$ cat src/rtl/csr_trap_pkg.sv
`timescale 1ns/1ps
package csr_trap_pkg;
   typedef enum logic [1:0] {OP_NONE = 2'b00, OP_RW = 2'b01, OP_RS = 2'b10, OP_RC = 2'b11} csr_op_e;

   localparam logic [1:0] PRIV_U = 2'b00;
   localparam logic [1:0] PRIV_M = 2'b11;

   localparam int CSR_AW = 12;
   localparam int NCSR   = 9;

   // register slots
   localparam int IX_STATUS  = 0;
   localparam int IX_IEN     = 1;
   localparam int IX_TVEC    = 2;
   localparam int IX_SCRATCH = 3;
   localparam int IX_EPC     = 4;
   localparam int IX_CAUSE   = 5;
   localparam int IX_TVAL    = 6;
   localparam int IX_CYC_LO  = 7;
   localparam int IX_CYC_HI  = 8;

   localparam logic [CSR_AW-1:0] CSR_MAP [NCSR] = '{
      12'h300, 12'h304, 12'h305, 12'h340, 12'h341, 12'h342, 12'h343, 12'hC00, 12'hC80};

   // status register field positions
   localparam int ST_MIE  = 3;
   localparam int ST_MPIE = 7;
   localparam int ST_MPP  = 11;
endpackage

$ cat src/rtl/csr_trap_decode.sv
`timescale 1ns/1ps
module csr_trap_decode
   import csr_trap_pkg::*;
(
   input  logic              csr_req,
   input  csr_op_e           op,
   input  logic [CSR_AW-1:0] addr,
   input  logic              src_zero,
   input  logic [1:0]        priv,
   output logic [NCSR-1:0]   sel,
   output logic              is_write,
   output logic              illegal
);
   logic no_reg, low_priv, ro_hit;

   for (genvar g = 0; g < NCSR; g++) begin : g_match
      assign sel[g] = (addr == CSR_MAP[g]);
   end

   assign is_write = (op == OP_RW) || (((op == OP_RS) || (op == OP_RC)) && !src_zero);
   assign no_reg   = ~|sel;
   assign low_priv = addr[9:8] > priv;
   assign ro_hit   = (addr[11:10] == 2'b11) && is_write;
   assign illegal  = csr_req && ((op == OP_NONE) || no_reg || low_priv || ro_hit);
endmodule

$ cat src/rtl/csr_cycle_ctr.sv
`timescale 1ns/1ps
module csr_cycle_ctr #(
   parameter int                XLEN  = 32,
   parameter int                CNT_W = 64,
   parameter logic [CNT_W-1:0]  INIT  = '0
) (
   input  logic             clk,
   input  logic             rst_n,
   output logic [CNT_W-1:0] cnt_q,
   output logic [XLEN-1:0]  lo,
   output logic [XLEN-1:0]  hi
);
   if (CNT_W < XLEN || CNT_W > 2*XLEN) begin : g_bad_width
      $error("csr_cycle_ctr: CNT_W must lie in [XLEN, 2*XLEN]");
   end

   always_ff @(posedge clk or negedge rst_n) begin
      if (!rst_n) cnt_q <= INIT;
      else        cnt_q <= cnt_q + 1'b1;
   end

   assign lo = cnt_q[XLEN-1:0];

   if (CNT_W > XLEN) begin : g_split
      assign hi = XLEN'(cnt_q[CNT_W-1:XLEN]);
   end else begin : g_narrow
      assign hi = '0;
   end
endmodule

$ cat src/rtl/csr_trap_unit.sv
`timescale 1ns/1ps
module csr_trap_unit
   import csr_trap_pkg::*;
#(
   parameter int                XLEN          = 32,
   parameter int                CNT_W         = 64,
   parameter int                CAUSE_W       = 5,
   parameter int                ILLEGAL_CAUSE = 2,
   parameter logic [CNT_W-1:0]  CYCLE_INIT    = '0,
   parameter logic [XLEN-1:0]   MTVEC_RESET   = '0
) (
   input  logic                 clk,
   input  logic                 rst_n,
   input  logic                 csr_req,
   input  logic [1:0]           csr_op,
   input  logic [CSR_AW-1:0]    csr_addr,
   input  logic [XLEN-1:0]      csr_src,
   input  logic                 csr_src_zero,
   input  logic                 mret_req,
   input  logic                 exc_req,
   input  logic [CAUSE_W-1:0]   exc_cause,
   input  logic [XLEN-1:0]      instr_pc,
   input  logic [XLEN-1:0]      instr_word,
   output logic [1:0]           priv_o,
   output logic [XLEN-1:0]      rd_data,
   output logic                 rd_we,
   output logic                 redirect_valid,
   output logic [XLEN-1:0]      redirect_pc
);
   if (XLEN < ST_MPP + 2) begin : g_bad_xlen
      $error("csr_trap_unit: XLEN too small for the status fields");
   end
   if (CAUSE_W >= XLEN || ILLEGAL_CAUSE >= (1 << CAUSE_W)) begin : g_bad_cause
      $error("csr_trap_unit: cause width or illegal cause out of range");
   end

   localparam logic [CAUSE_W-1:0] ILL_CODE = CAUSE_W'(ILLEGAL_CAUSE);

   // architectural state
   logic [1:0]      priv_q;
   logic            st_mie, st_mpie;
   logic [1:0]      st_mpp;
   logic [XLEN-1:0] ien_q, tvec_q, scratch_q, epc_q, cause_q, tval_q;

   logic [CNT_W-1:0] cyc_full;
   logic [XLEN-1:0]  cyc_lo, cyc_hi;

   csr_cycle_ctr #(.XLEN(XLEN), .CNT_W(CNT_W), .INIT(CYCLE_INIT)) u_ctr (
      .clk(clk), .rst_n(rst_n), .cnt_q(cyc_full), .lo(cyc_lo), .hi(cyc_hi));

   csr_op_e         op_e;
   logic [NCSR-1:0] sel;
   logic            is_write, illegal;

   assign op_e = csr_op_e'(csr_op);

   csr_trap_decode u_dec (
      .csr_req(csr_req), .op(op_e), .addr(csr_addr), .src_zero(csr_src_zero),
      .priv(priv_q), .sel(sel), .is_write(is_write), .illegal(illegal));

   // read side
   logic [XLEN-1:0] status_val, old_val, new_val;
   logic [XLEN-1:0] reg_val [NCSR];

   always_comb begin
      status_val = '0;
      status_val[ST_MIE]             = st_mie;
      status_val[ST_MPIE]            = st_mpie;
      status_val[ST_MPP+1:ST_MPP]    = st_mpp;
      reg_val[IX_STATUS]  = status_val;
      reg_val[IX_IEN]     = ien_q;
      reg_val[IX_TVEC]    = tvec_q;
      reg_val[IX_SCRATCH] = scratch_q;
      reg_val[IX_EPC]     = epc_q;
      reg_val[IX_CAUSE]   = cause_q;
      reg_val[IX_TVAL]    = tval_q;
      reg_val[IX_CYC_LO]  = cyc_lo;
      reg_val[IX_CYC_HI]  = cyc_hi;
      old_val = '0;
      for (int i = 0; i < NCSR; i++) begin
         if (sel[i]) old_val = old_val | reg_val[i];
      end
      unique case (op_e)
         OP_RW:   new_val = csr_src;
         OP_RS:   new_val = old_val | csr_src;
         OP_RC:   new_val = old_val & ~csr_src;
         default: new_val = old_val;
      endcase
   end

   // arbitration: exception > register access > return
   logic csr_live, csr_ok, mret_live, mret_ok, trap;
   logic [CAUSE_W-1:0] trap_cause;

   assign csr_live   = csr_req && !exc_req;
   assign csr_ok     = csr_live && !illegal;
   assign mret_live  = mret_req && !exc_req && !csr_req;
   assign mret_ok    = mret_live && (priv_q == PRIV_M);
   assign trap       = exc_req || (csr_live && illegal) || (mret_live && (priv_q != PRIV_M));
   assign trap_cause = exc_req ? exc_cause : ILL_CODE;

   logic [NCSR-1:0] wr_sel;
   assign wr_sel = (csr_ok && is_write) ? sel : '0;

   always_ff @(posedge clk or negedge rst_n) begin
      if (!rst_n) begin
         priv_q    <= PRIV_M;
         st_mie    <= 1'b0;
         st_mpie   <= 1'b0;
         st_mpp    <= PRIV_U;
         ien_q     <= '0;
         tvec_q    <= {MTVEC_RESET[XLEN-1:2], 2'b00};
         scratch_q <= '0;
         epc_q     <= '0;
         cause_q   <= '0;
         tval_q    <= '0;
      end else if (trap) begin
         epc_q   <= instr_pc;
         cause_q <= XLEN'(trap_cause);
         tval_q  <= instr_word;
         st_mpp  <= priv_q;
         st_mpie <= st_mie;
         st_mie  <= 1'b0;
         priv_q  <= PRIV_M;
      end else if (mret_ok) begin
         priv_q  <= st_mpp;
         st_mie  <= st_mpie;
         st_mpie <= 1'b1;
         st_mpp  <= PRIV_U;
      end else begin
         if (wr_sel[IX_STATUS]) begin
            st_mie  <= new_val[ST_MIE];
            st_mpie <= new_val[ST_MPIE];
            st_mpp  <= (new_val[ST_MPP+1:ST_MPP] == PRIV_M) ? PRIV_M : PRIV_U;
         end
         if (wr_sel[IX_IEN])     ien_q     <= new_val;
         if (wr_sel[IX_TVEC])    tvec_q    <= {new_val[XLEN-1:2], 2'b00};
         if (wr_sel[IX_SCRATCH]) scratch_q <= new_val;
         if (wr_sel[IX_EPC])     epc_q     <= new_val;
         if (wr_sel[IX_CAUSE])   cause_q   <= new_val;
         if (wr_sel[IX_TVAL])    tval_q    <= new_val;
      end
   end

   assign priv_o         = priv_q;
   assign rd_data        = old_val;
   assign rd_we          = csr_ok;
   assign redirect_valid = trap || mret_ok;
   assign redirect_pc    = trap ? tvec_q : epc_q;
endmodule

$ cat config.mk
export PLATFORM = sky130hd
export DESIGN_NAME = csr_trap_unit
export DESIGN_NICKNAME = d
export VERILOG_FILES = /design/src/rtl/csr_trap_pkg.sv /design/src/rtl/csr_trap_decode.sv /design/src/rtl/csr_cycle_ctr.sv /design/src/rtl/csr_trap_unit.sv
export SDC_FILE = /design/constraint.sdc
export NUM_CORES = 1
export LEC_CHECK = 0
export BUFFER_PORTS_ARGS = -buffer_cell sky130_fd_sc_hd__buf_2
export CAP_MARGIN = 15
export CORE_ASPECT_RATIO = 0.9
export CORE_UTILIZATION = 59
export DETAILED_ROUTE_END_ITERATION = 7
export PLACE_DENSITY = 0.86
export SLEW_MARGIN = 20
export SYNTH_ARGS = -nofsm -noshare
export SYNTH_HDL_FRONTEND = slang
export SYNTH_SLANG_ARGS = --single-unit
$ cat constraint.sdc
create_clock -name clk -period 3.3 [get_ports clk]
set_input_delay 0.495 -clock clk [delete_from_list [all_inputs] [get_ports clk]]
set_output_delay 0.495 -clock clk [all_outputs]
set_load 0.05 [all_outputs]
# [Word level (Yosys, flattened, before mapping)]
# Index checks and enable logic that the tools add are counted.
[totals] in_bits=121 output_inout_bits=68 ff_bits=260
[classes] n_eq_ne=17 mux=34 order_cmp=1 add_sub_neg=1 bitwise_logic=13 n_reduce_logical=37
[ops] cell="$mux 32" n=18
[ops] cell="$or 32x32->32" n=8
[ops] cell="$pmux 32 s3" n=1
[ops] cell="$eq 12x10->1 const B" n=7
[ops] cell="$add 64x1->64 const B" n=1
[ops] cell="$and 32x32->32" n=1
[ops] cell="$not 32->32" n=1
[ops] cell="$or 13x32->32" n=1
[ops] cell="$eq 12x12->1 const B" n=2
[ops] cell="$mux 13" n=1
[ops] cell="$mux 2" n=6
[ops] cell="$logic_and 1x1->1" n=11
[ops] cell="$eq 2x2->1 const B" n=5
[ops] cell="$reduce_and 3->1" n=3
[ops] cell="$reduce_or 9->1" n=1
[ops] cell="$logic_or 1x1->1" n=8
[ops] cell="$reduce_bool 2->1" n=4
[ops] cell="$mux 7" n=1
[ops] cell="$mux 1" n=6
[ops] cell="$reduce_and 2->1" n=3
[ops] cell="$logic_not 1->1" n=5
[ops] cell="$mux 5" n=1
[ops] cell="$reduce_bool 3->1" n=1
[ops] cell="$eq 2x1->1 const B" n=1
[ops] cell="5 further kinds" n=6

# [Longest topological paths before layout]
# Gate-level depths: netlist of run 1.
[depth] depth_word=25 mapped_depth=10 depth_no_buf=8

# [Modules after synthesis]
# A second synthesis of run 1 with hierarchy kept.
[unflattened] hier_cells=1558 area_unflattened_um2=13983.4
[modules_own_cells] module="csr_trap_unit" seq_area_each_um2=4907.2 cells_per_inst=1181 instances=1 area_per_inst_um2=10239.8
[modules_own_cells] module="csr_cycle_ctr" seq_area_each_um2=1601.5 cells_per_inst=337 instances=1 area_per_inst_um2=3475.8
[modules_own_cells] module="csr_trap_decode" seq_area_each_um2=0.0 cells_per_inst=40 instances=1 area_per_inst_um2=267.8

# [Worst setup path after synthesis of run 1]
# Ideal clock, no wire load.
[synth_path] path_kind="flip-flop to output port" startpoint="reg priv_q[1] (netlist: priv_o[1])" endpoint="out redirect_pc[3]" required_ns=2.805 path_stages_with_launch=10 setup_slack_ns=-0.615 path_buffers=2 arrival_ns=3.420 path_cell_list="dfstp_2 > inv_1 > ha_1 > nor2b_1 > a2bb2oi_1 > a2111oi_4 > a21oi_2 > buf_2 > clkbuf_1 > o21ai_0"
[synth_between] elab_chain_len=8 elab_cells_between_ends=10 classes_between="order compare (1); eq/ne (1); mux (1); reduce/logical (7)"
[synth_rtl] element="start, declared" line="csr_trap_unit.sv:40" source="logic [1:0] priv_q;"
[synth_rtl] element="start signal, assigned" line="csr_trap_unit.sv:126" source="priv_q <= st_mpp;"
[synth_rtl] element="$gt 2x2->1" line="csr_trap_decode.sv:22" source="assign low_priv = addr[9:8] > priv;"
[synth_rtl] element="$logic_or 1x1->1 (2 in a row)" line="csr_trap_decode.sv:24" source="assign illegal = csr_req && ((op == OP_NONE) || no_reg || low_priv || ro_hit);"
[synth_rtl] element="$logic_and 1x1->1" line="csr_trap_decode.sv:24"
[synth_rtl] element="$logic_and 1x1->1" line="csr_trap_unit.sv:99" source="assign trap = exc_req || (csr_live && illegal) || (mret_live && (priv_q != PRIV_M));"
[synth_rtl] element="$logic_or 1x1->1" line="csr_trap_unit.sv:99"
[synth_rtl] element="$logic_or 1x1->1 *" line="csr_trap_unit.sv:99"
[synth_rtl] element="$mux 32 *" line="csr_trap_unit.sv:149" source="assign redirect_pc = trap ? tvec_q : epc_q;"
[synth_rtl] element="end, declared" line="csr_trap_unit.sv:28" source="output logic [XLEN-1:0] redirect_pc"
# Mark *: on every way between the ends. The rest lies on a longest branch, timed or not.

# [Final worst setup path of run 1]
[layout_path] startpoint="reg priv_q[1] (netlist: priv_o[1])" endpoint="out redirect_pc[31]"
# The elaborated chain is that of the path after synthesis.

==> results.md, run 1 <==
* Initial antenna violation count at 0
* Net Count, Synth at 1645
* Placed cell count at 2004
* Clock sink count at 260
* Layout cell share with drive strength beyond 1 at 0.2654
* Synth area leader: dfrtp_1
* Clk_skew at 0.02683 ns
* Final WS setup at -0.08952 ns
* CP max FO at 23
* Worst setup SP type: register
* R2r startpoint: priv_o[1]
* Hold Violations, Final at 7
* Status: finished, violations left
* Die area at 25690 um2
* Max_cap viols at 0
* Unrepaired setup endpoints after global routing: yes
* Fillers at 1551
* Fin Hold WS at -0.04016 ns
* Flops & latches, synth at 260
* Max Freq at 0.2950 GHz
* CTS Buf Count at 26
* Cell Area, Placed at 16350 um2
* Slew margin rel. at 0.4044
* Finished Layout Cells at 2069
* Worst setup EP type: output port
* Share of the synthesized area in the top cell type at 0.4368
* Leak at 8.613 nW
* CTS tree: built
* Clock H-tree levels at 1
* Unique masters post-synth at 75
* Register-to-register setup slack at 0.05 ns
* Total gr overflow at 0
* Worst-Skew Late Latency at 0.55 ns
* Pre-antenna DRT Iters at 6
* Final #Nets at 1837
* Antenna Cells at 0
* Vias/cell at 6.693
* Most frequent cells after synthesis: dfrtp_1, nand2_1, nor3_1, mux2_2, mux2i_1
* Mapped Cells at 1521
* Worst EP required at 2.80 ns
* Cell area after synthesis at 14780 um2
* Slew Viols, Final at 0
* WS Path Type: register to output port
* Async set-reset flop share out of synthesis at 1.000
* Core Footprint at 24390 um2
* Core Rows at 54
* GRT Util Overall at 0.3660
* Setup violators final at 30
* Post-Route WL at 48960 um
* CTS Hold Bufs at 0
* Syn_area_per_cell at 9.718 um2
* Fin crit share at 1.027
* Crit path DAT at 2.89 ns
* Register area share after synthesis at 0.4404
* Final instance area at 17740 um2
* Synthesis Warnings at 0
* Pin count of the biggest net entering global routing at 101
* Die Ht at 152.2 um
* DRC viols at 0
* Hpwl dp at 30950 um
* Post-DRT Antenna Nets at 0
* Initial Util at 0.6060
* Setup TNS at -1.055 ns
* First-pass GRT wire length at 74020 um
* Top FF cell, synth: dfrtp_1
* Reg2reg path depth at 15
* Peak supply drop at 0.0003391 V
* I/O Buffers at 188
* Die width at 168.8 um
* Violated checks: negative hold slack, negative setup slack
* Least-Margin Pin Slew at 0.8810 ns
* Worst hold path class: input port to async pin
* Final Critical Period at 3.390 ns
* Routability Congestion at 0.9179
* Vias at 13850
* R2R Path End: cause_q[8]
* Clock slew seen by the registers of the worst setup and hold paths at 0.07 ns
* Area grow syn2layout at 20.05%
* EDFF count, synth at 0
* 1st-iter DRT viols at 1701
* Vias in the first global route at 13860
* Top post-synthesis cells by area: dfrtp_1, mux2_2, nand2_1
* CTS max path bufs at 3
* Root buffer cell: clkbuf_16
* Routed wire per std cell at 23.66 um
* Cell Pwr Density at 424.3 nW/um2
* IO Pins at 189
kinds of logic (layout without fill, tap and decap cells):
family	count (synthesis)	in the layout	synth area share
AOI/OAI and AO/OA	259	259	0.1227
DFF	260	260	0.4404
buffers and inverters	142	354	0.04046
and+or+nand+nor	551	551	0.1761
xor gates and xnor gates	92	92	0.05452
muxes	214	214	0.1633
adders and majority gates	3	3	0.002540
power by group:
| part | internal, mW | switching (mW) |
|---|---|---|
| registers | 3.30 | 0.0903 |
| logic | 0.398 | 0.636 |
| clock network | 1.80 | 1.31 |
| total | 5.49 | 2.03 |
cells in the final DEF (no fill, tap or decap), types with 18 or more instances in the layout:
cell type    n
a221o_1     21
buf_6       29
mux2i_1     78
xnor2_1     73
inv_1       37
o21ai_0     43
a31oi_1     56
a22o_1      19
buf_4       62
xor2_1      19
buf_2      153
dfrtp_1    258
clkbuf_16   30
nor2_1      55
a22oi_1     21
nand2_1    251
mux2_1      31
mux2_2      96
nor3_1      97
nand4_1     18
a21oi_1     42
nand3_1     29
critical path, stage by stage (launching register included):
cell and delay (ns):
dfstp_2 0.54, inv_2 0.05, ha_4 0.26, nor2b_4 0.13, a2bb2oi_2 0.19, a2111oi_4 0.07
buf_4 0.17, a21oi_4 0.27, buf_12 0.23, nand2_1 0.13, nand2_1 0.10, buf_6 0.16
area by class of cell:
cell class | count | area [um2] | share of cell area
Inverter | 38 | 142.6 | 0.008039
Clock inverter | 15 | 156.4 | 0.008815
Tap cell | 336 | 420.4 | 0.02369
Timing Repair Buffer | 268 | 2036 | 0.1147
Sequential cell | 260 | 6509 | 0.3668
Multi-Input combinational cell | 1119 | 7751 | 0.4369
Clock buffer | 33 | 728.2 | 0.04104
repair_timing:
item,CTS,global route
hold endpoints to repair,0,0
gates resized for setup,37,55
endpoints found under the setup margin,33,33
buffers inserted,6,6
pin swaps,2,14
gates cloned,2,3
through the flow:
stage / setup WS, ns / utilization / total power, mW
6_report: -0.08952 / 0.7275 / 7.528
5_1_grt: -0.1346 / 0.7275 / 7.712
4_1_cts: 0.008236 / 0.7153 / 7.422
3_5_place_dp: 0.2252 / 0.6703 / 4.352
3_3_place_gp: 0.2811 / 0.6703 / 4.320
2_1_floorplan: -0.001541 / - / 3.974
sequential cells by signal, summed over array words and instances, names as in the netlist:
signal / count
u_ctr.cnt_q: 64
cause_q: 32
st_mpie: 1
ien_q: 32
tvec_q: 30
tval_q: 32
scratch_q: 32
epc_q: 32
st_mie: 1
priv_o: 2
st_mpp: 2
routing by layer:
layer,GRT usage,share of wire
met5,0,0
met4,0.1944,0.059
met3,0.07247,0.12
met2,0.5828,0.46
met1,0.4742,0.36
worst max-delay path by stage:
stage	from	to	slack, ns
after floorplan	priv_o[1]	redirect_pc[10]	-0.002
after global placement	csr_addr[6]	redirect_pc[18]	0.28
after detailed placement	csr_addr[1]	cause_q[7]	0.23
after CTS	priv_o[1]	redirect_pc[0]	0.008
final	priv_o[1]	redirect_pc[31]	-0.09
after global routing	priv_o[1]	redirect_pc[31]	-0.13
Power figures use the tool's default switching activity.
==> inputs of run 2 (changes only) <==
--- a/config.mk
+++ b/config.mk
@@ -8,10 +8,11 @@
 export BUFFER_PORTS_ARGS = -buffer_cell sky130_fd_sc_hd__buf_2
 export CAP_MARGIN = 15
 export CORE_ASPECT_RATIO = 0.9
-export CORE_UTILIZATION = 59
+export CORE_UTILIZATION = 55
 export DETAILED_ROUTE_END_ITERATION = 7
-export PLACE_DENSITY = 0.86
+export PLACE_DENSITY = 0.82
 export SLEW_MARGIN = 20
 export SYNTH_ARGS = -nofsm -noshare
 export SYNTH_HDL_FRONTEND = slang
+export SYNTH_HIERARCHICAL = 1
 export SYNTH_SLANG_ARGS = --single-unit
==> results.md, run 2 <==
* Clock network fraction of design power at 0.427 (was 0.412)
* Root buffer cell: clkbuf_16 (unchanged)
* Mapped Cells at 1558 (was 1521)
* Routed wire per std cell at 25.95 um (was 23.66 um)
* Hpwl dp at 28980 um (was 30950 um)
* Die Ht at 153.3 um (was 152.2 um)
* Switching pwr at 2.272 mW (was 2.034 mW)
* Top-count cell post-synth: nand2_1
* Cell Pwr Density at 458.8 nW/um2 (was 424.3 nW/um2)
* Synth area leader: dfrtp_1 (unchanged)
* Worst-Skew Late Latency at 0.54 ns (was 0.55 ns)
* Net Count, Synth at 1682 (was 1645)
* Core Rows at 54 (unchanged)
* First-pass GRT wire length at 70590 um (was 74020 um)
* Vias at 14470 (was 13850)
* Die area at 26070 um2 (was 25690 um2)
* Most frequent cells after synthesis: nand2_1, dfrtp_1, o21ai_0, a22oi_1, nor2_1 (was dfrtp_1, nand2_1, nor3_1, mux2_2, mux2i_1)
* Crit path from: priv_o[1] (unchanged)
* Slew margin rel. at 0.4272 (was 0.4044)
* Fin crit share at 1.114 (was 1.027)
* Setup violators final at 88 (was 30)
* Total gr overflow at 0 (unchanged)
* R2r startpoint: priv_o[1] (unchanged)
* Initial Util at 0.5686 (was 0.6060)
* Syn_area_per_cell at 8.975 um2 (was 9.718 um2)
* Post-Route WL at 54500 um (was 48960 um)
* Async set-reset flop share out of synthesis at 1.000 (unchanged)
* Final #Nets at 1869 (was 1837)
* Synthesis Warnings at 6 (was 0)
* Clk_skew at 0.01355 ns (was 0.02683 ns)
* Pin count of the biggest net entering global routing at 83 (was 101)
* Top FF cell, synth: dfrtp_1 (unchanged)
* Register area share after synthesis at 0.4655 (was 0.4404)
* Cell Int Power at 6.210 mW (was 5.494 mW)
* Max Freq at 0.2720 GHz (was 0.2950 GHz)
* Area grow syn2layout at 32.19% (was 20.05%)
* Hold_sp: instr_pc[24]
* Antenna Cells at 0 (unchanged)
* Crit path DAT at 3.18 ns (was 2.89 ns)
* Post-place setup slack at -0.2118 ns (was 0.2252 ns)
* Tot Pwr at 8.482 mW (was 7.528 mW)
* Unrepaired setup endpoints after global routing: yes (unchanged)
* Final Util at 0.7516 (was 0.7275)
* Worst setup SP type: register (unchanged)
* Fin Hold WS at 0.2081 ns (was -0.04016 ns)
* Violated checks: negative setup slack (was negative hold slack, negative setup slack)
* Most frequent cells in the layout: dfrtp_1, nand2_1, buf_2 (unchanged)
* IO Pins at 189 (unchanged)
* Clock sink count at 260 (unchanged)
* Layout cell share with drive strength beyond 1 at 0.3356 (was 0.2654)
* Final WS setup at -0.3765 ns (was -0.08952 ns)
* Logic pwr share at 0.162 (was 0.137)
* Setup TNS at -20.31 ns (was -1.055 ns)
* Commonest non-fill, non-tap cell in the layout: dfrtp_1 (unchanged)
* Pre-antenna DRT Iters at 8 (was 6)
* 1st-iter DRT viols at 2393 (was 1701)
* Top post-synthesis cells by area: dfrtp_1, nand2_1, a22oi_1 (was dfrtp_1, mux2_2, nand2_1)
* Post-DRT Antenna Nets at 0 (unchanged)
* Largest Register: u_ctr/cnt_q (was u_ctr.cnt_q)
* EDFF count, synth at 0 (unchanged)
* Flip-flop count of the largest register after layout at 64 (unchanged)
* CTS Buf Count at 27 (was 26)
* DRC viols at 0 (unchanged)
* Die width at 170.1 um (was 168.8 um)
* Hold Violations, Final at 0 (was 7)
* WS Path Type: register to output port (unchanged)
* GRT Util Overall at 0.3478 (was 0.3660)
* Placed cell count at 1992 (was 2004)
* Max_cap viols at 0 (unchanged)
* Clock slew seen by the registers of the worst setup and hold paths at 0.07 ns (about the same)
* Flops & latches, synth at 260 (unchanged)
* Vias in the first global route at 13170 (was 13860)
* Switching Fraction at 0.2679 (was 0.2702)
* Finished Layout Cells at 2100 (was 2069)
* Peak supply drop at 0.0003203 V (was 0.0003391 V)
* Share of the synthesized area in the top cell type at 0.4617 (was 0.4368)
* Least-Margin Pin Slew at 0.8561 ns (was 0.8810 ns)
* Worst hold path class: input port to register (was input port to async pin)
* Core Footprint at 24590 um2 (was 24390 um2)
* Slew Viols, Final at 0 (unchanged)
* Worst EP required at 2.80 ns (about the same)
* Final Critical Period at 3.676 ns (was 3.390 ns)
* Cell area after synthesis at 13980 um2 (was 14780 um2)
* Final instance area at 18490 um2 (was 17740 um2)
* Status: finished, violations left (unchanged)
* Leak at 8.626 nW (was 8.613 nW)
* Register share of total power at 0.411 (was 0.450)
* Unique masters post-synth at 63 (was 75)
* Clock H-tree levels at 1 (unchanged)
* Vias/cell at 6.891 (was 6.693)
* Initial antenna violation count at 0 (unchanged)
* Fillers at 1479 (was 1551)
* Routability Congestion at 0.8946 (was 0.9179)
* CTS tree: built (unchanged)
* I/O Buffers at 188 (unchanged)
* CTS max path bufs at 3 (unchanged)
* Worst setup EP type: output port (unchanged)
* CP max FO at 8 (was 23)
* Cell Area, Placed at 15570 um2 (was 16350 um2)
[run 2: power groups by stage]
stage | Sequential (mW) | Clock, mW | Combinational [mW]
after CTS | 3.46 | 3.59 | 1.12
after floorplan | 3.47 | 0 | 0.577
final | 3.49 | 3.62 | 1.37
after detailed placement | 3.51 | 0 | 0.951
after global routing | 3.49 | 3.73 | 1.43
after global placement | 3.50 | 0 | 0.926
[run 2: path summary, 6_finish.rpt]
check                             endpoint  cells past startpoint  slack (ns)
max                        redirect_pc[25]                     14       -0.38
max reg2reg                    cause_q[16]                     21       -0.37
min                              epc_q[24]                      3        0.21
min reg2reg                   scratch_q[9]                      2        0.49
min in group asynchronous       tval_q[15]                      2        0.50
max in group asynchronous        ien_q[29]                      3        1.89
[run 2: metal layers]
metal  vias up  global-route usage  part of all wire
li1       5792                   -                 -
met1      6815              0.4607              0.34
met2      1468              0.5564              0.45
met3       397             0.06603              0.15
met4         0              0.1532             0.067
met5         -                   0                 0
[run 2: worst max-delay path, stage by stage (launching register included)]
cell       delay (ns)
dfstp_2          0.54
inv_2            0.05
ha_4             0.21
nor2b_4          0.12
a2bb2oi_2        0.17
o41ai_2          0.30
a31oi_2          0.11
a21oi_2          0.19
a21boi_4         0.25
buf_6            0.16
buf_6            0.11
buf_12           0.13
nand2_1          0.10
nand2_4          0.08
buf_8            0.14
[run 2: area by class of cell]
class / instances / area [um2] / share of cell area
inverters: 37 / 138.9 / 0.007513
clock buffers: 38 / 797.0 / 0.04312
well taps: 336 / 420.4 / 0.02274
repair buffers: 323 / 3035 / 0.1642
flip-flops and latches: 260 / 6509 / 0.3521
clock inverters: 10 / 256.5 / 0.01388
multi-input cells: 1096 / 7328 / 0.3964
[run 2: kinds of logic after synthesis]
family / share of synthesized area
and+or+nand+nor: 0.2073
AOI/OAI and AO/OA: 0.1784
DFF: 0.4655
buffers and inverters: 0.07686
xor gates and xnor gates: 0.05637
muxes: 0.01288
adders and majority gates: 0.002685
[run 2: timing repair]
item                                   CTS  global route
gates cloned                             3            16
pin swaps                               15            56
endpoints found under the hold margin   61             0
buffers inserted                        18            29
setup endpoints to repair               32           247
hold buffers                             1             0
gates resized for setup                130           212
